<file path="src/rtl/edid_boot_pkg.sv">
// Package: shared encodings for the EDID boot loader.
// Assumes: the bit-level engine decodes cmd_op with the codes below.
package edid_boot_pkg;
    typedef enum logic [1:0] {
        OP_START = 2'd0,
        OP_WRITE = 2'd1,
        OP_READ  = 2'd2,
        OP_STOP  = 2'd3
    } i2c_op_e;

    typedef enum logic [2:0] {
        ST_IDLE,
        ST_ISSUE,
        ST_WAIT,
        ST_BACKOFF,
        ST_SCAN
    } seq_state_e;

    typedef enum logic [2:0] {
        PH_DEV_W,
        PH_WORD,
        PH_DEV_R,
        PH_READ,
        PH_STOP
    } phase_e;
endpackage

</file>
<file path="src/rtl/edid_trigger.sv">
// Module: edid_trigger
// Collects copy requests (reset, qualified restart, first hot-plug rise,
// re-enable from host mode) into one pending flag that the sequencer consumes.
// Assumes: launch is a one-cycle acknowledge from the sequencer.
module edid_trigger #(
    parameter int PORTS = 4
) (
    input  logic             clk,
    input  logic             rst_n,
    input  logic             restart_n,
    input  logic             supply_ok,
    input  logic [PORTS-1:0] hpd_in,
    input  logic             reenable,
    input  logic             launch,
    output logic             pending,
    output logic             abort
);
    logic [PORTS-1:0] hpd_prev_q;
    logic             armed_q;
    logic             pend_q;
    logic             hp_rise;

    // restart honoured only with a good local supply
    assign abort   = !restart_n && supply_ok;
    assign hp_rise = armed_q && (|(hpd_in & ~hpd_prev_q));
    assign pending = pend_q;

    // request flag: set by any trigger, cleared when the copy launches
    always_ff @(posedge clk) begin
        if (!rst_n) begin
            pend_q     <= 1'b1;
            armed_q    <= 1'b1;
            hpd_prev_q <= '0;
        end else begin
            hpd_prev_q <= hpd_in;
            if (hp_rise) armed_q <= 1'b0;
            if (abort || hp_rise || reenable) pend_q <= 1'b1;
            else if (launch)                  pend_q <= 1'b0;
        end
    end
endmodule

</file>
<file path="src/rtl/edid_mode_ctrl.sv">
// Module: edid_mode_ctrl
// Decodes configuration writes: the mode register that parks the master and
// host writes into the EDID store at the EEPROM device address.
// Assumes: one write per cfg_we cycle.
module edid_mode_ctrl #(
    parameter logic [7:0] CTRL_DEV = 8'h90,
    parameter logic [7:0] MODE_REG = 8'h0E,
    parameter logic [7:0] RAM_DEV  = 8'hA0,
    parameter int         ADDR_W   = 8
) (
    input  logic              clk,
    input  logic              rst_n,
    input  logic              cfg_we,
    input  logic [7:0]        cfg_dev,
    input  logic [ADDR_W-1:0] cfg_addr,
    input  logic [7:0]        cfg_wdata,
    output logic              master_off,
    output logic              reenable,
    output logic              host_we
);
    logic off_q;
    logic reen_q;
    logic mode_hit;

    assign mode_hit   = cfg_we && (cfg_dev == CTRL_DEV) && (cfg_addr == ADDR_W'(MODE_REG));
    assign master_off = off_q;
    assign reenable   = reen_q;
    // host bytes reach the store only while the master is parked
    assign host_we    = cfg_we && (cfg_dev == RAM_DEV) && off_q;

    // mode register and one-cycle re-enable pulse
    always_ff @(posedge clk) begin
        if (!rst_n) begin
            off_q  <= 1'b0;
            reen_q <= 1'b0;
        end else begin
            reen_q <= 1'b0;
            if (mode_hit) begin
                off_q  <= (cfg_wdata != 8'h00);
                reen_q <= off_q && (cfg_wdata == 8'h00);
            end
        end
    end
endmodule

</file>
<file path="src/rtl/edid_ram.sv">
// Module: edid_ram
// EDID store with one write port shared by master and host and a registered
// read port for the downstream per-port readers.
// Assumes: master and host never write in the same cycle.
module edid_ram #(
    parameter int ADDR_W = 8
) (
    input  logic              clk,
    input  logic              mst_we,
    input  logic [ADDR_W-1:0] mst_addr,
    input  logic [7:0]        mst_data,
    input  logic              host_we,
    input  logic [ADDR_W-1:0] host_addr,
    input  logic [7:0]        host_data,
    input  logic [ADDR_W-1:0] rd_addr,
    output logic [7:0]        rd_data
);
    localparam int DEPTH = 1 << ADDR_W;

    logic [7:0] mem_q [DEPTH];

    // single write port, host selected when it writes
    always_ff @(posedge clk) begin
        if (host_we)     mem_q[host_addr] <= host_data;
        else if (mst_we) mem_q[mst_addr]  <= mst_data;
    end

    // registered read
    always_ff @(posedge clk) begin
        rd_data <= mem_q[rd_addr];
    end
endmodule

</file>
<file path="src/rtl/edid_copy_seq.sv">
// Module: edid_copy_seq
// Byte-level read master: random read at word 0, sequential read of the whole
// store, stop, then a scan handshake. Refusals lead to stop, error and back-off.
// Assumes: the bit engine answers each command with exactly one rsp_valid.
module edid_copy_seq
    import edid_boot_pkg::*;
#(
    parameter int         ADDR_W         = 8,
    parameter int         BACKOFF_CYCLES = 64,
    parameter logic [7:0] DEV_ADDR       = 8'hA0
) (
    input  logic              clk,
    input  logic              rst_n,
    input  logic              active,
    input  logic              abort,
    input  logic              pending,
    output logic              launch,
    output logic              cmd_valid,
    output logic [1:0]        cmd_op,
    output logic [7:0]        cmd_byte,
    output logic              cmd_last,
    input  logic              rsp_valid,
    input  logic              rsp_ack,
    input  logic [7:0]        rsp_data,
    output logic              scan_start,
    input  logic              scan_done,
    output logic              busy,
    output logic              wr_en,
    output logic [ADDR_W-1:0] wr_addr,
    output logic [7:0]        wr_data,
    output logic              copy_done,
    output logic              copy_err
);
    localparam int                CNT_W    = $clog2(BACKOFF_CYCLES + 1);
    localparam logic [ADDR_W-1:0] LAST_IDX = '1;

    seq_state_e        state_q;
    phase_e            phase_q;
    logic [ADDR_W-1:0] idx_q;
    logic [CNT_W-1:0]  cnt_q;
    logic              fail_q;
    logic              done_q;
    logic              err_q;
    logic              scan_q;
    i2c_op_e           op;

    assign launch     = active && !abort && (state_q == ST_IDLE) && pending;
    assign busy       = (state_q != ST_IDLE);
    assign cmd_valid  = (state_q == ST_ISSUE);
    assign cmd_last   = (phase_q == PH_READ) && (idx_q == LAST_IDX);
    assign cmd_op     = op;
    assign wr_en      = active && !abort && (state_q == ST_WAIT) && rsp_valid && (phase_q == PH_READ);
    assign wr_addr    = idx_q;
    assign wr_data    = rsp_data;
    assign copy_done  = done_q;
    assign copy_err   = err_q;
    assign scan_start = scan_q;

    // command decode from the current phase
    always_comb begin
        unique case (phase_q)
            PH_DEV_W: begin op = OP_START; cmd_byte = DEV_ADDR;        end
            PH_WORD:  begin op = OP_WRITE; cmd_byte = 8'h00;           end
            PH_DEV_R: begin op = OP_START; cmd_byte = DEV_ADDR | 8'h01; end
            PH_READ:  begin op = OP_READ;  cmd_byte = 8'h00;           end
            default:  begin op = OP_STOP;  cmd_byte = 8'h00;           end
        endcase
    end

    // copy state machine
    always_ff @(posedge clk) begin
        if (!rst_n) begin
            state_q <= ST_IDLE;
            phase_q <= PH_DEV_W;
            idx_q   <= '0;
            cnt_q   <= '0;
            fail_q  <= 1'b0;
            done_q  <= 1'b0;
            err_q   <= 1'b0;
            scan_q  <= 1'b0;
        end else begin
            scan_q <= 1'b0;
            if (!active || abort) begin
                state_q <= ST_IDLE;
            end else begin
                unique case (state_q)
                    ST_IDLE: if (pending) begin
                        state_q <= ST_ISSUE;
                        phase_q <= PH_DEV_W;
                        idx_q   <= '0;
                        fail_q  <= 1'b0;
                        done_q  <= 1'b0;
                    end
                    ST_ISSUE: state_q <= ST_WAIT;
                    ST_WAIT: if (rsp_valid) begin
                        state_q <= ST_ISSUE;
                        unique case (phase_q)
                            PH_DEV_W, PH_WORD, PH_DEV_R: begin
                                if (!rsp_ack) begin
                                    fail_q  <= 1'b1;
                                    phase_q <= PH_STOP;
                                end else if (phase_q == PH_DEV_W) phase_q <= PH_WORD;
                                else if (phase_q == PH_WORD)      phase_q <= PH_DEV_R;
                                else                              phase_q <= PH_READ;
                            end
                            PH_READ: begin
                                if (idx_q == LAST_IDX) phase_q <= PH_STOP;
                                else                   idx_q   <= idx_q + 1'b1;
                            end
                            default: begin
                                if (fail_q) begin
                                    err_q   <= 1'b1;
                                    cnt_q   <= '0;
                                    state_q <= ST_BACKOFF;
                                end else begin
                                    err_q   <= 1'b0;
                                    done_q  <= 1'b1;
                                    scan_q  <= 1'b1;
                                    state_q <= ST_SCAN;
                                end
                            end
                        endcase
                    end
                    ST_BACKOFF: begin
                        if (cnt_q == CNT_W'(BACKOFF_CYCLES - 1)) begin
                            state_q <= ST_ISSUE;
                            phase_q <= PH_DEV_W;
                            idx_q   <= '0;
                            fail_q  <= 1'b0;
                        end else begin
                            cnt_q <= cnt_q + 1'b1;
                        end
                    end
                    ST_SCAN: if (scan_done) state_q <= ST_IDLE;
                    default: state_q <= ST_IDLE;
                endcase
            end
        end
    end

    // one command at a time
    assert_single_cmd_R11: assert property (@(posedge clk) disable iff (!rst_n)
        cmd_valid |=> !cmd_valid);
    // nothing issued once the feature was off or parked
    assert_quiet_when_off_R6: assert property (@(posedge clk) disable iff (!rst_n)
        !$past(active) |-> !cmd_valid);
    // a completed copy never reports an error
    assert_err_clear_on_done_R9: assert property (@(posedge clk) disable iff (!rst_n)
        $rose(copy_done) |-> !copy_err);
    // scan start is a single-cycle pulse
    assert_scan_pulse_R10: assert property (@(posedge clk) disable iff (!rst_n)
        scan_start |=> !scan_start);
endmodule

</file>
<file path="src/rtl/edid_boot_loader.sv">
// Module: edid_boot_loader (top)
// Fills the EDID store from an EEPROM or lets a host write it, and holds all
// hot-plug outputs low while a copy is pending or running.
// Assumes: restart and mode changes are applied while no copy is in flight.
module edid_boot_loader #(
    parameter int         PORTS          = 4,
    parameter int         ADDR_W         = 8,
    parameter int         BACKOFF_CYCLES = 64,
    parameter logic [7:0] CTRL_DEV       = 8'h90,
    parameter logic [7:0] MODE_REG       = 8'h0E,
    parameter logic [7:0] RAM_DEV        = 8'hA0
) (
    input  logic              clk,
    input  logic              rst_n,
    input  logic              repl_en,
    input  logic              supply_ok,
    input  logic              restart_n,
    input  logic [PORTS-1:0]  hpd_in,
    output logic [PORTS-1:0]  hpd_out,
    input  logic              cfg_we,
    input  logic [7:0]        cfg_dev,
    input  logic [ADDR_W-1:0] cfg_addr,
    input  logic [7:0]        cfg_wdata,
    output logic              cmd_valid,
    output logic [1:0]        cmd_op,
    output logic [7:0]        cmd_byte,
    output logic              cmd_last,
    input  logic              rsp_valid,
    input  logic              rsp_ack,
    input  logic [7:0]        rsp_data,
    output logic              scan_start,
    input  logic              scan_done,
    input  logic [ADDR_W-1:0] rd_addr,
    output logic [7:0]        rd_data,
    output logic              copy_done,
    output logic              copy_err
);
    logic              master_off;
    logic              reenable;
    logic              host_we;
    logic              pending;
    logic              abort;
    logic              launch;
    logic              busy;
    logic              active;
    logic              hold;
    logic              seq_we;
    logic [ADDR_W-1:0] seq_addr;
    logic [7:0]        seq_data;

    assign active  = repl_en && !master_off;
    assign hold    = active && (pending || busy);
    // hot-plug gate: all ports low while the store is not valid
    assign hpd_out = hold ? '0 : hpd_in;

    edid_mode_ctrl #(
        .CTRL_DEV (CTRL_DEV),
        .MODE_REG (MODE_REG),
        .RAM_DEV  (RAM_DEV),
        .ADDR_W   (ADDR_W)
    ) mode_i (
        .clk        (clk),
        .rst_n      (rst_n),
        .cfg_we     (cfg_we),
        .cfg_dev    (cfg_dev),
        .cfg_addr   (cfg_addr),
        .cfg_wdata  (cfg_wdata),
        .master_off (master_off),
        .reenable   (reenable),
        .host_we    (host_we)
    );

    edid_trigger #(.PORTS(PORTS)) trig_i (
        .clk       (clk),
        .rst_n     (rst_n),
        .restart_n (restart_n),
        .supply_ok (supply_ok),
        .hpd_in    (hpd_in),
        .reenable  (reenable),
        .launch    (launch),
        .pending   (pending),
        .abort     (abort)
    );

    edid_copy_seq #(
        .ADDR_W         (ADDR_W),
        .BACKOFF_CYCLES (BACKOFF_CYCLES),
        .DEV_ADDR       (RAM_DEV)
    ) seq_i (
        .clk        (clk),
        .rst_n      (rst_n),
        .active     (active),
        .abort      (abort),
        .pending    (pending),
        .launch     (launch),
        .cmd_valid  (cmd_valid),
        .cmd_op     (cmd_op),
        .cmd_byte   (cmd_byte),
        .cmd_last   (cmd_last),
        .rsp_valid  (rsp_valid),
        .rsp_ack    (rsp_ack),
        .rsp_data   (rsp_data),
        .scan_start (scan_start),
        .scan_done  (scan_done),
        .busy       (busy),
        .wr_en      (seq_we),
        .wr_addr    (seq_addr),
        .wr_data    (seq_data),
        .copy_done  (copy_done),
        .copy_err   (copy_err)
    );

    edid_ram #(.ADDR_W(ADDR_W)) ram_i (
        .clk       (clk),
        .mst_we    (seq_we),
        .mst_addr  (seq_addr),
        .mst_data  (seq_data),
        .host_we   (host_we),
        .host_addr (cfg_addr),
        .host_data (cfg_wdata),
        .rd_addr   (rd_addr),
        .rd_data   (rd_data)
    );

    // no port sees hot-plug while an enabled copy is in progress
    assert_hold_low_R2: assert property (@(posedge clk) disable iff (!rst_n)
        (busy && active) |-> (hpd_out == '0));
    // master and host never write the store together
    assert_one_writer_R8: assert property (@(posedge clk) disable iff (!rst_n)
        !(seq_we && host_we));
endmodule

</file>
<file path="config.mk">
export PLATFORM = sky130hd
export DESIGN_NAME = edid_boot_loader
export DESIGN_NICKNAME = d
export VERILOG_FILES = /design/src/rtl/edid_boot_pkg.sv /design/src/rtl/edid_trigger.sv /design/src/rtl/edid_mode_ctrl.sv /design/src/rtl/edid_ram.sv /design/src/rtl/edid_copy_seq.sv /design/src/rtl/edid_boot_loader.sv
export SDC_FILE = /design/constraint.sdc
export NUM_CORES = 2
export LEC_CHECK = 0
export BUFFER_PORTS_ARGS = -buffer_cell sky130_fd_sc_hd__buf_4
export CELL_PAD_IN_SITES_DETAIL_PLACEMENT = 2
export CELL_PAD_IN_SITES_GLOBAL_PLACEMENT = 2
export CORE_MARGIN = 3
export CORE_UTILIZATION = 30
export CTS_CLUSTER_DIAMETER = 200
export DETAILED_ROUTE_END_ITERATION = 7
export PLACE_DENSITY = 0.53
export SLEW_MARGIN = 20
export SYNTH_ARGS = -nofsm -noshare
export SYNTH_HDL_FRONTEND = slang
export SYNTH_SLANG_ARGS = --single-unit
</file>
<file path="constraint.sdc">
create_clock -name clk -period 10.66 [get_ports clk]
set_clock_uncertainty 0.1 [all_clocks]
set_input_delay 2.132 -clock clk [delete_from_list [all_inputs] [get_ports clk]]
set_output_delay 2.132 -clock clk [all_outputs]
set_load 0.05 [all_outputs]
</file>
Word-level counts from Yosys, hierarchy flattened

Memory sizes are Yosys's and may differ from the RTL's. A register that Yosys moved wholly into a read port is not among the register bits.
Index checks and enable logic that the tools add are counted.

Register bits: 33
RAM bits: 2048
Input bits: 53
Output and inout bits: 27
Word-level logic and storage cells: 147
Memories kept: 1

$add $sub $neg: 2
Eq/ne operators: 26
Muxes and demuxes: 50
Bitwise gates (word level): 7
Reduce and logical (&&, ||, !) cells: 48

Memories:

| name        | words | bits a word | read ports | clocked after Yosys merged registers in | wr ports | line           | text |
|---|---|---|---|---|---|---|---|
| ram_i.mem_q | 256   | 8           | 1          | 1                                       | 1        | edid_ram.sv:20 | `logic [7:0] mem_q [DEPTH];` |

Operator list:

| cell                  | count |
|---|---|
| $mux W8               | 7 |
| $mux W3               | 12 |
| $mux W7               | 4 |
| $eq A8 B8 Y1 const B  | 3 |
| $pmux W8 S3           | 1 |
| $reduce_and A7 Y1     | 3 |
| $ne A2 B2 Y1 const B  | 10 |
| $mux W1               | 17 |
| $logic_and A1 B1 Y1   | 16 |
| $pmux W8 S2           | 1 |
| $reduce_or A8 Y1      | 2 |
| $pmux W3 S5           | 1 |
| $pmux W7 S2           | 1 |
| $eq A3 B2 Y1 const B  | 4 |
| $reduce_and A6 Y1     | 2 |
| $pmux W3 S3           | 1 |
| $add A8 B1 Y8 const B | 1 |
| $eq A8 B4 Y1 const B  | 1 |
| $logic_not A8 Y1      | 1 |
| $reduce_and A4 Y1     | 2 |
| $reduce_bool A8 Y1    | 1 |
| $reduce_or A4 Y1      | 2 |
| $add A7 B1 Y7 const B | 1 |
| $eq A7 B6 Y1 const B  | 1 |
| other kinds (20)      | 38 |

Logic depth before layout (Yosys ltp)

Depth after elaboration: 12
Depth in mapped cells: 11
Mapped depth without buffers: 7

Cells and area by module

A second synthesis with hierarchy kept.

Cells, all modules: 4078
Area total of the unflattened synthesis: 82514.1 sq um

By module, submodules not included:

| module           | instances | cells each | area an instance (sq um) | seq. area each (sq um) |
|---|---|---|---|---|
| edid_ram         | 1         | 3833       | 80541.0                  | 61659.1 |
| edid_copy_seq    | 1         | 201        | 1562.7                   | 500.5 |
| edid_trigger     | 1         | 21         | 221.5                    | 120.1 |
| edid_mode_ctrl   | 1         | 17         | 138.9                    | 40.0 |
| edid_boot_loader | 1         | 6          | 50.0                     | 0.0 |

Least setup slack after synthesis

OpenSTA, ideal clock, no wires.

Kind: input port to flip-flop
Start point: in rsp_valid
End point: mem ram_i.mem_q[0][0] (data pin)
Library setup time: 556 ps
Data arrival time: 5132 ps
Path slack: 4873 ps
Stages on the path: 6
Path through: and4bb_1 > or4b_1 > buf_2 > buf_6 > buf_2 > mux2_2

Cells in the longest elaborated chain, start to end: 7

RTL lines:

| element                           | line                   | text |
|---|---|---|
| from (decl)                       | edid_boot_loader.sv:28 | `input logic rsp_valid,` |
| $logic_and A1 B1 Y1 (2 in series) | edid_copy_seq.sv:52    | `assign wr_en = active && !abort && (state_q == ST_WAIT) && rsp_valid && (phase_q == PH_READ);` |
| $mux W1                           | edid_ram.sv:25         | `else if (mst_we) mem_q[mst_addr] <= mst_data;` |
| $mux W1                           | edid_ram.sv:24         | `if (host_we) mem_q[host_addr] <= host_data;` |
| $mux W1 (not written as such)     | edid_ram.sv:25         |  |
| $reduce_or A8 Y1 (no line)        | -                      |  |
| $mux W8 (no line)                 | -                      |  |
| to (decl)                         | edid_ram.sv:20         |  |

Every way passes these cells.

==> results.py <==
metrics = {
    "synth": {
        "yosysSeqAreaShare": 0.766,
        "synth_top_cells_by_area": "edfxtp_1 76%, mux4_2 12%, mux2i_1 1.8%, a22oi_1 1.7%, nor2_1 1.5%",
        "avgSynthCellArea_um2": 20.2,
        "synth_cell_types": 65,
        "synth.most_common_cell": "edfxtp_1",
        "ys.flop_type": "edfxtp_1",
        "async_flop_share": 0,
        "synth_cells": 4019,
        "yosys.area.top_type": "edfxtp_1",
        "ys_ff_latch": 2089,
        "yosys_warnings": 0,
        "synth_edf_count": 2048,
        "syn_area_mm2": 0.0814,
        "yosys-top-cells-count": "2048 x edfxtp_1, 449 x mux4_2, 327 x nor2_1",
        "synthDominantCellAreaShare": 0.756,
    },
    "place": {
        "routabilityCongestion": 0.745,
        "port_buffers": 74,
        "dpl.hpwl_um": 150000,
        "placed_area_mm2": 0.0862,
        "dp_cells": 7485,
    },
    "cts": {
        "cts_tree": "yes",
        "holdBufCountCts": 0,
        "cts_made_buffers": 221,
        "clock_sinks": 2089,
        "cts_root_buffer": "clkbuf_16",
        "h-tree-depth": 4,
        "path_clk_slew_ns": 0.06,
        "cts_resized": 0,
        "cts_buffer_depth": 3,
        "post_cts_buffers": 0,
        "clk_latency_ns": 0.86,
    },
    "timing": {
        "worst_pin_slew_ns": 1.13,
        "grt_setup_unrepaired": "false",
        "drv_slew": 0,
        "setup_tns_ns": 0,
        "final_hold_viol_count": 0,
        "relSlewSlack": 0.249,
        "fin_crit_sh": 0.554,
        "period_minus_slack_ns": 5.91,
        "setup_viol": 0,
        "max_freq_ghz": 0.169,
    },
    "floorplanning": {
        "core_area_mm2": 0.269,
        "die-area_mm2": 0.278,
        "die_y_um": 527,
        "start_util": 0.303,
        "rows": 190,
        "pin_count": 80,
        "fp.dieW_um": 527,
    },
    "critical_path": {
        "worstReg2RegStart": "seq_i.state_q[1]",
        "cp-start-kind": "primary input",
        "crit_type": "primary input to flop",
        "reg2reg_depth": 6,
        "r2r_end": "ram_i.mem_q[69][3]",
        "endpoint_kind": "flop",
        "critPathArrivalTime_ns": 6.51,
        "critPathMaxFanout": 98,
        "r2r_slack_ns": 5.49,
        "required_ns": 11.26,
    },
    "hold_path": {
        "hold_end": "trig_i.armed_q",
        "hp-class": "flop to flop",
        "hold_depth": 2,
        "min_from": "trig_i.armed_q",
    },
    "routing": {
        "drt_iter0_drc": 3721,
        "wl_um": 250000,
        "met3WireLength_um": 9920,
        "wl_per_cell_um": 31.6,
        "drc": 0,
        "firstDrtPassIters": 5,
        "vias": 40623,
        "wl_met1_um": 113000,
        "top_layer_used": "met4",
        "met2_length_um": 122000,
        "ant_nets": 0,
        "viasPerCell": 5.14,
    },
    "finish": {
        "fillerInstances": 26023,
        "stdcell_area_mm2": 0.0934,
        "nets": 4212,
        "layout-drive-gt1-share": 0.230,
        "multiInputGateArea_mm2": 0.0181,
        "area_growth_syn_to_layout_pct": 14.8,
        "stdcell_count": 7898,
        "ff_latch_area_mm2": 0.0623,
    },
    "flow_run": {
        "max_cap_viol_count": 0,
    },
    "pwr": {
        "p_leak_nw": 28.6,
        "total_power_mw": 17.7,
        "max-vdd-ir-drop_v": 0.000145,
        "powerDensity_mw_per_mm2": 189,
    },
    "global_route": {
        "grt-ovfl-total": 0,
        "grt_pass1_vias": 44428,
        "grt_max_degree": 181,
        "grt_pass1_wl_um": 355000,
        "grt_use_total": 0.178,
        "grt_antenna_before_repair": 16,
    },
    "run_status": {
        "status": "finished clean",
    },
}
[layer usage]
layer  up-vias  track usage
met1     22502        0.253
met2       949        0.294
met4         0       0.0383
met5         -            0
li1      16914            -
met3       258       0.0222
[placed cells by master, fill, tap and decap left out, drive strengths merged, types with 6 or more instances in the layout]
cell type	instances
edfxtp	2048
mux4	449
nor2	327
clkbuf	264
a22oi	179
buf	152
mux2i	146
clkinv	107
a21oi	94
nand2	76
dfxtp	41
o22ai	36
o221ai	32
nand2b	31
nor2b	27
a211oi	26
or2	25
nor4	24
bufinv	23
o21ai	20
nor3	16
inv	16
nand3	14
and2	14
a31oi	12
clkinvlp	11
and3	10
a21o	10
mux2	10
nand4	9
xor2	9
a2bb2oi	8
a221oi	7
nand3b	7
or3	7
o211ai	6
[worst max path at each step]
stage | cells after the start | startpoint | slack, ns | end
finish | 8 | rd_addr[1] | 4.75 | ram_i.rd_data[2]
global route | 8 | rd_addr[1] | 4.73 | ram_i.rd_data[2]
CTS | 8 | rd_addr[1] | 4.73 | ram_i.rd_data[2]
detailed placement | 8 | rd_addr[1] | 3.77 | ram_i.rd_data[2]
global placement | 8 | rd_addr[1] | 3.69 | ram_i.rd_data[1]
floorplan | 6 | rsp_valid | 4.87 | ram_i.mem_q[0][0]
[per-stage QoR]
| stage | utilization | setup WS (ns) | hold WS [ns] |
|---|---|---|---|
| floorplan | - | 4.87 | 0.319 |
| global placement | 0.320 | 3.69 | 0.335 |
| detailed placement | 0.320 | 3.77 | 0.345 |
| CTS | 0.347 | 4.73 | 0.355 |
| global route | 0.348 | 4.73 | 0.378 |
| finish | 0.348 | 4.75 | 0.353 |
[critical path, cell delays in order]
cell      delay [ns]
buf_8           0.52
buf_12          0.50
buf_4           0.60
mux4_2          0.46
mux4_2          0.49
or2_2           0.35
a221oi_1        0.90
nor4_1          0.14
[state kept, by name, summed over array words and instances, names as in the netlist]
name	cells
mode_i.reenable	1
trig_i.armed_q	1
seq_i.copy_err	1
seq_i.wr_addr	8
trig_i.hpd_prev_q	4
mode_i.master_off	1
seq_i.copy_done	1
seq_i.state_q	3
ram_i.mem_q	2048
trig_i.pending	1
seq_i.phase_q	3
ram_i.rd_data	8
seq_i.scan_start	1
seq_i.fail_q	1
seq_i.cnt_q	7
[logic make-up (layout without fill, tap and decap cells)]
kind of cell,Yosys count,after routing,synth area share
flip-flops,2089,2089,0.766
multiplexers,605,605,0.144
AND/OR/NAND/NOR,600,600,0.0342
AO/OA/AOI/OAI,457,457,0.0396
buffers and inverters,253,573,0.0152
XOR/XNOR,12,12,0.00129
adder cells (fa/ha/maj),2,2,0.000307
other,1,8,0.0000461
[power breakdown]
part	switching [mW]	internal, mW
clock	3.35	4.40
sequential	0.0184	9.02
combinational	0.607	0.281
[final cells by class]
| type | count | area share |
|---|---|---|
| Clock buffer | 264 | 0.0615 |
| Sequential cell | 2089 | 0.667 |
| Antenna cell | 3 | 0.0000803 |
| Inverter | 12 | 0.000482 |
| Timing Repair Buffer | 152 | 0.0141 |
| Clock inverter | 145 | 0.0159 |
| Multi-Input combinational cell | 1681 | 0.193 |
| Tap cell | 3552 | 0.0476 |
Note: power is estimated with default switching activity, not from simulation.
